File: config.mk
export PLATFORM = sky130hd
export DESIGN_NAME = spim_ctrl
export DESIGN_NICKNAME = d
export VERILOG_FILES = /design/src/rtl/spim_pkg.sv /design/src/rtl/spim_fifo.sv /design/src/rtl/spim_shift.sv /design/src/rtl/spim_ctrl.sv
export SDC_FILE = /design/constraint.sdc
export NUM_CORES = 1
export LEC_CHECK = 0
export BUFFER_PORTS_ARGS = -buffer_cell sky130_fd_sc_hd__buf_2
export CAP_MARGIN = 10
export CORE_AREA = 2 2 240 242
export DETAILED_ROUTE_END_ITERATION = 6
export DIE_AREA = 0 0 242 244
export HOLD_SLACK_MARGIN = 0.15
export PLACE_DENSITY = 0.47
export SLEW_MARGIN = 20
export SYNTH_ARGS = -nofsm -noshare
export SYNTH_HDL_FRONTEND = slang
export SYNTH_SLANG_ARGS = --single-unit
File: constraint.sdc
create_clock -name clk -period 5.6 [get_ports clk]
set_input_delay 0.28 -clock clk [delete_from_list [all_inputs] [get_ports clk]]
set_output_delay 0.28 -clock clk [all_outputs]
set_load 0.005 [all_outputs]
File: src/rtl/spim_pkg.sv
package spim_pkg;
    // Register byte offsets (software visible)
    localparam logic [7:0] OFS_CTRL = 8'h60;
    localparam logic [7:0] OFS_STAT = 8'h64;
    localparam logic [7:0] OFS_TXD  = 8'h68;
    localparam logic [7:0] OFS_RXD  = 8'h6C;
    localparam logic [7:0] OFS_SSEL = 8'h70;

    // Control bit positions
    localparam int CB_LOOP = 0;
    localparam int CB_EN   = 1;
    localparam int CB_MST  = 2;
    localparam int CB_POL  = 3;
    localparam int CB_PHA  = 4;
    localparam int CB_TCLR = 5;
    localparam int CB_RCLR = 6;
    localparam int CB_MAN  = 7;
    localparam int CB_HOLD = 8;
    localparam int CB_LSB  = 9;

    localparam int CTRL_W = 10;
    localparam logic [CTRL_W-1:0] CTRL_RST = 10'h100;
endpackage

File: src/rtl/spim_fifo.sv
module spim_fifo #(
    parameter int W     = 8,
    parameter int DEPTH = 16
) (
    input  logic                           clk,
    input  logic                           rst_n,
    input  logic                           clr,
    input  logic                           push,
    input  logic [W-1:0]                   pdata,
    input  logic                           pop,
    output logic [W-1:0]                   head,
    output logic [$clog2(DEPTH+1)-1:0]     count,
    output logic                           empty,
    output logic                           full
);
    localparam int AW = (DEPTH > 1) ? $clog2(DEPTH) : 1;
    localparam int CW = $clog2(DEPTH + 1);
    localparam logic [AW-1:0] PLAST = AW'(DEPTH - 1);

    typedef struct packed {
        logic [AW-1:0] rd;
        logic [AW-1:0] wr;
        logic [CW-1:0] cnt;
    } fq_t;

    fq_t q, d;
    logic [W-1:0] mem [DEPTH];
    logic do_push, do_pop;

    assign empty = (q.cnt == '0);
    assign full  = (q.cnt == CW'(DEPTH));
    assign count = q.cnt;
    assign head  = mem[q.rd];

    assign do_push = push && !full && !clr;
    assign do_pop  = pop && !empty && !clr;

    always_comb begin
        d = q;
        if (clr) begin
            d = '0;
        end else begin
            if (do_push) d.wr = (q.wr == PLAST) ? '0 : q.wr + 1'b1;
            if (do_pop)  d.rd = (q.rd == PLAST) ? '0 : q.rd + 1'b1;
            case ({do_push, do_pop})
                2'b10:   d.cnt = q.cnt + 1'b1;
                2'b01:   d.cnt = q.cnt - 1'b1;
                default: d.cnt = q.cnt;
            endcase
        end
    end

    always_ff @(posedge clk or negedge rst_n) begin
        if (!rst_n) q <= '0;
        else        q <= d;
    end

    always_ff @(posedge clk) begin
        if (do_push) mem[q.wr] <= pdata;
    end
endmodule

File: src/rtl/spim_shift.sv
module spim_shift #(
    parameter int W   = 8,
    parameter int DIV = 2
) (
    input  logic         clk,
    input  logic         rst_n,
    input  logic         start,
    input  logic [W-1:0] word,
    input  logic         cpol,
    input  logic         cpha,
    input  logic         lsb,
    input  logic         miso_i,
    output logic         sclk,
    output logic         mosi,
    output logic         busy,
    output logic         done,
    output logic [W-1:0] rx_word
);
    localparam int CW = (DIV > 1) ? $clog2(DIV) : 1;
    localparam int EW = $clog2(2 * W);
    localparam logic [CW-1:0] CMAX  = CW'(DIV - 1);
    localparam logic [EW-1:0] ELAST = EW'(2 * W - 1);

    typedef struct packed {
        logic          busy;
        logic [CW-1:0] cnt;
        logic [EW-1:0] edg;
        logic          phase;
        logic [W-1:0]  sh;
        logic          samp;
        logic          done;
        logic [W-1:0]  rxw;
    } sh_t;

    sh_t q, d;

    function automatic logic [W-1:0] flip(input logic [W-1:0] v);
        logic [W-1:0] r;
        for (int i = 0; i < W; i++) r[i] = v[W-1-i];
        return r;
    endfunction

    always_comb begin
        logic [W-1:0] fin;
        logic         lead;
        d      = q;
        d.done = 1'b0;
        fin    = '0;
        lead   = ~q.edg[0];
        if (!q.busy) begin
            if (start) begin
                d.busy  = 1'b1;
                d.cnt   = '0;
                d.edg   = '0;
                d.phase = 1'b0;
                d.sh    = lsb ? flip(word) : word;
            end
        end else if (q.cnt == CMAX) begin
            d.cnt   = '0;
            d.phase = ~q.phase;
            d.edg   = q.edg + 1'b1;
            if (!cpha) begin
                // sample on leading edge, advance on trailing edge
                if (lead) d.samp = miso_i;
                else      d.sh   = {q.sh[W-2:0], q.samp};
                fin = {q.sh[W-2:0], q.samp};
            end else begin
                // advance on leading edge (not the first), sample on trailing
                if (lead) begin
                    if (q.edg != '0) d.sh = {q.sh[W-2:0], q.samp};
                end else begin
                    d.samp = miso_i;
                end
                fin = {q.sh[W-2:0], miso_i};
            end
            if (q.edg == ELAST) begin
                d.busy = 1'b0;
                d.done = 1'b1;
                d.rxw  = lsb ? flip(fin) : fin;
            end
        end else begin
            d.cnt = q.cnt + 1'b1;
        end
    end

    always_ff @(posedge clk or negedge rst_n) begin
        if (!rst_n) q <= '0;
        else        q <= d;
    end

    assign sclk    = cpol ^ q.phase;
    assign mosi    = q.sh[W-1];
    assign busy    = q.busy;
    assign done    = q.done;
    assign rx_word = q.rxw;
endmodule

File: src/rtl/spim_ctrl.sv
module spim_ctrl
    import spim_pkg::*;
#(
    parameter int DATA_W  = 8,
    parameter int DEPTH   = 16,
    parameter int NUM_SS  = 4,
    parameter int CLK_DIV = 2
) (
    input  logic              clk,
    input  logic              rst_n,
    input  logic              bus_wr,
    input  logic              bus_rd,
    input  logic [7:0]        bus_addr,
    input  logic [31:0]       bus_wdata,
    output logic [31:0]       bus_rdata,
    output logic              sclk,
    output logic              mosi,
    input  logic              miso,
    output logic [NUM_SS-1:0] ss_n,
    output logic              evt_tx_empty,
    output logic              evt_tx_half,
    output logic              evt_rx_full,
    output logic              evt_rx_ovr
);
    localparam int CNT_W = $clog2(DEPTH + 1);
    localparam logic [CNT_W-1:0] HALF = CNT_W'(DEPTH / 2);

    typedef struct packed {
        logic [CTRL_W-1:0] ctrl;
        logic [NUM_SS-1:0] ssr;
        logic              txh;
        logic              rxf;
    } reg_t;

    reg_t st_q, st_d;

    logic [CTRL_W-1:0] ctrl_q;
    logic [NUM_SS-1:0] ssr_q;
    logic              wr_ctrl, tx_clr, rx_clr, tx_push, rx_pop;
    logic              tx_empty, tx_full, rx_empty, rx_full;
    logic [CNT_W-1:0]  tx_count, rx_count;
    logic [DATA_W-1:0] tx_head, rx_head, rx_word;
    logic              busy, done, start, run_ok, miso_int, tx_half;
    logic              unused_wdata;

    assign ctrl_q = st_q.ctrl;
    assign ssr_q  = st_q.ssr;
    assign unused_wdata = ^bus_wdata;

    assign wr_ctrl = bus_wr && (bus_addr == OFS_CTRL);
    assign tx_clr  = wr_ctrl && bus_wdata[CB_TCLR];
    assign rx_clr  = wr_ctrl && bus_wdata[CB_RCLR];
    assign tx_push = bus_wr && (bus_addr == OFS_TXD);
    assign rx_pop  = bus_rd && (bus_addr == OFS_RXD);

    assign run_ok   = ctrl_q[CB_EN] && ctrl_q[CB_MST] && !ctrl_q[CB_HOLD];
    assign start    = run_ok && !tx_empty && !busy && !tx_clr;
    assign miso_int = ctrl_q[CB_LOOP] ? mosi : miso;
    assign tx_half  = (tx_count <= HALF);

    always_comb begin
        st_d = st_q;
        if (wr_ctrl) begin
            st_d.ctrl          = bus_wdata[CTRL_W-1:0];
            st_d.ctrl[CB_TCLR] = 1'b0;
            st_d.ctrl[CB_RCLR] = 1'b0;
        end
        if (bus_wr && (bus_addr == OFS_SSEL)) st_d.ssr = bus_wdata[NUM_SS-1:0];
        st_d.txh = tx_half;
        st_d.rxf = rx_full;
    end

    always_ff @(posedge clk or negedge rst_n) begin
        if (!rst_n) begin
            st_q.ctrl <= CTRL_RST;
            st_q.ssr  <= '1;
            st_q.txh  <= 1'b1;
            st_q.rxf  <= 1'b0;
        end else begin
            st_q <= st_d;
        end
    end

    spim_fifo #(.W(DATA_W), .DEPTH(DEPTH)) u_txq (
        .clk(clk), .rst_n(rst_n), .clr(tx_clr), .push(tx_push),
        .pdata(bus_wdata[DATA_W-1:0]), .pop(start), .head(tx_head),
        .count(tx_count), .empty(tx_empty), .full(tx_full)
    );

    spim_fifo #(.W(DATA_W), .DEPTH(DEPTH)) u_rxq (
        .clk(clk), .rst_n(rst_n), .clr(rx_clr), .push(done),
        .pdata(rx_word), .pop(rx_pop), .head(rx_head),
        .count(rx_count), .empty(rx_empty), .full(rx_full)
    );

    spim_shift #(.W(DATA_W), .DIV(CLK_DIV)) u_shift (
        .clk(clk), .rst_n(rst_n), .start(start), .word(tx_head),
        .cpol(ctrl_q[CB_POL]), .cpha(ctrl_q[CB_PHA]), .lsb(ctrl_q[CB_LSB]),
        .miso_i(miso_int), .sclk(sclk), .mosi(mosi), .busy(busy),
        .done(done), .rx_word(rx_word)
    );

    assign ss_n = (ctrl_q[CB_MAN] || busy) ? ssr_q : '1;

    assign evt_tx_empty = done && tx_empty;
    assign evt_tx_half  = tx_half && !st_q.txh;
    assign evt_rx_full  = rx_full && !st_q.rxf;
    assign evt_rx_ovr   = done && rx_full;

    always_comb begin
        bus_rdata = '0;
        case (bus_addr)
            OFS_CTRL: bus_rdata[CTRL_W-1:0] = ctrl_q;
            OFS_STAT: bus_rdata[4:0] = {1'b0, tx_full, tx_empty && !busy,
                                        rx_full, rx_empty};
            OFS_RXD:  if (!rx_empty) bus_rdata[DATA_W-1:0] = rx_head;
            OFS_SSEL: bus_rdata[NUM_SS-1:0] = ssr_q;
            default:  bus_rdata = '0;
        endcase
    end
endmodule

==> out/results.ini <==
[setup_path]
path_cells = buf_4 -> mux4_2 -> mux4_2 -> inv_1 -> o21ai_0 -> buf_2
required_ns = 5.32
crit_fanout = 19
cp-start-kind = flop
cp.arrival_ns = 3.16
cpMostUsedCell = mux4_2
critPathKind = reg2out
cp_num_buf_inv = 3
crit_path_end_kind = output port
path_delay_family = multiplexers
cp_slowest_cell = dfrtp_2
slowest_delay_ns = 0.73

[final_layout]
mostFrequentLayoutCells = edfxtp_1 (256), dfrtp_1 (57), mux4_2 (55), nand2_1 (50), nor2_1 (46)
antenna_cells = 0
drive_gt1_frac = 0.2116
nets = 1003
final_area_um2 = 16070
area_growth_pct = 15.23
final_common_cell = edfxtp_1
layout.cells.non_filler = 1720

[timing]
fin_crit_ns = 3.444
drv_slew = 0
hold_violations = 0
setup_viol = 0
setup_tns_ns = 0
rsz0062_at_grt = false
skew_ns = 0.01439
fmax_ghz = 0.2904
slew_headroom = 0.3448
finalCritPeriodShare = 0.6149
hold_slack_ns = 0.1884
tightest_slew_ns = 0.9792

[placement]
place_area_um2 = 14900
portBuffers = 42
gp_congestion = 0.7347
hpwlAfterDp_um = 21570
place_inst = 1653

[clock_tree]
cts-root-buf = clkbuf_16
cts_sinks = 321
cts_buffers = 36
clk_pin_slew_ns = 0.06
cts_buffer_depth = 3
cts_tree = built
insertion_delay_ns = 0.52
cts_max_level = 2

[run_status]
outcome = finished clean

[detailed_routing]
vias = 7659
drt_iter0_drc = 554
wl_per_cell_um = 19.28
via_per_inst = 4.453
drt_pass1_iterations = 5
drc = 0
ant_nets = 0
wl_um = 33170

[yosys]
netlist_area_um2 = 13950
synth.distinct_cells = 69
synth-seq-area-share = 0.6683
synth_top_flop_cell = edfxtp_1
async_reset_ff_frac = 0.2025
postSynthAreaPerCell_um2 = 15.76
syn_inst = 885
ys_ff_latch = 321
yosys_warnings = 0
synth_enable_flop_cells = 256

[pwr]
ir_worst_vdd_uv = 160.5
total_power_mw = 5.275
power_per_cell_area_nw_per_um2 = 328.2
leakage_nw = 5.870

[floorplanning]
die_area_um2 = 59050
initial_core_util = 0.2483
core_area_um2 = 56170
ios = 87
die_x_um = 242
num_rows = 87
die_h_um = 244

[global_route]
grt-ovfl-total = 0
track_usage = 0.1131
grt_start_max_net_pins = 66
antenna_found_initial = 1
grt_first_pass_wirelength_um = 50450
grt_pass1_vias = 7696

[worst_hold_path]
hp-class = in2reg

[run]
max_cap_viol_count = 0

-- cells in the mapped netlist (all sizes together) (5+ instances only) --
library cell | instances | area share
edfxtp | 256 | 0.55
dfrtp | 59 | 0.11
mux4 | 55 | 0.089
nand2 | 50 | 0.013
nor2 | 48 | 0.013
buf | 46 | 0.022
mux2i | 45 | 0.032
a21oi | 44 | 0.016
o21ai | 33 | 0.012
and2 | 31 | 0.014
inv | 20 | 0.0054
ha | 19 | 0.017
nand3 | 18 | 0.0072
mux2 | 16 | 0.013
o221ai | 16 | 0.010
clkbuf | 13 | 0.0035
o22ai | 10 | 0.0049
a22oi | 9 | 0.0048
and3 | 9 | 0.0040
nor3 | 7 | 0.0025
dfstp | 6 | 0.011
nor4 | 5 | 0.0038
or3 | 5 | 0.0025
xor2 | 5 | 0.0031
-- routing by layer --
layer,GRT usage,up-vias,share of wire
met2,0.1816,152,0.46
met3,0.01504,34,0.034
met5,0,-,0
met4,0.02977,0,0.018
li1,-,3509,-
met1,0.1612,3964,0.49
-- flip-flops by register name (all words and copies together), names as in the netlist --
name and cells:
u_txq.count 5, ssr_q 4, u_shift.q 14, u_rxq.q 8, st_q 2, u_rxq.count 5
u_rxq.mem 128, u_txq.mem 128, u_txq.q 8, ctrl_q 8, u_shift.rx_word 8, u_shift.done 1
u_shift.mosi 1, u_shift.busy 1
-- timing repair --
action,4_1_cts,5_1_grt
gates resized for setup,0,0
hold buffers,3,0
setup buffers,0,0
hold endpoints to repair,61,0
-- per-stage QoR --
| stage | setup WS (ns) | util |
|---|---|---|
| floorplan | 2.802 | - |
| global placement | 2.506 | 0.2652 |
| detailed placement | 2.501 | 0.2652 |
| CTS | 2.019 | 0.2861 |
| global route | 1.934 | 0.2861 |
| finish | 2.156 | 0.2861 |
-- report_power, final --
group	internal [mW]	total (mW)	switching, mW	leakage (nW)
clock network	1.37	2.30	0.936	0.551
logic	0.128	0.317	0.190	2.05
registers	2.59	2.66	0.0637	3.27
-- worst paths after layout --
check | start | to | slack, ns | depth (start not counted)
setup / recovery | u_rxq.q[9] | bus_rdata[1] | 2.16 | 6
hold / removal | bus_wdata[2] | u_txq.mem[10][2] | 0.19 | 1
setup reg to reg | u_rxq.count[1] | u_rxq.count[4] | 2.51 | 11
hold reg to reg | u_shift.q[18] | u_shift.q[18] | 0.52 | 1
max in group asynchronous | rst_n | u_txq.q[9] | 4.50 | 2
min in group asynchronous | rst_n | u_rxq.count[1] | 0.42 | 2
-- cells by family (layout without fill, tap and decap cells) --
kind of cell	Yosys count	count (layout)	share of synthesized area
other cells	1	22	0.0002689
flops	321	321	0.6683
buf+inv	80	138	0.03140
xor+xnor	9	9	0.005651
mux	116	116	0.1340
fa+ha+maj	20	20	0.01848
simple gates	202	202	0.07832
compound gates	136	136	0.06351
-- final cells by class --
class | instances | area (um2)
repair buffers | 53 | 302.8
well taps | 756 | 945.9
multi-input cells | 505 | 4275
flip-flops and latches | 321 | 9326
clock inverters | 18 | 172.7
clock buffers | 46 | 969.7
inverters | 21 | 78.83
fillers | 5692 | 40100
Note: power is estimated with default switching activity, not from simulation.
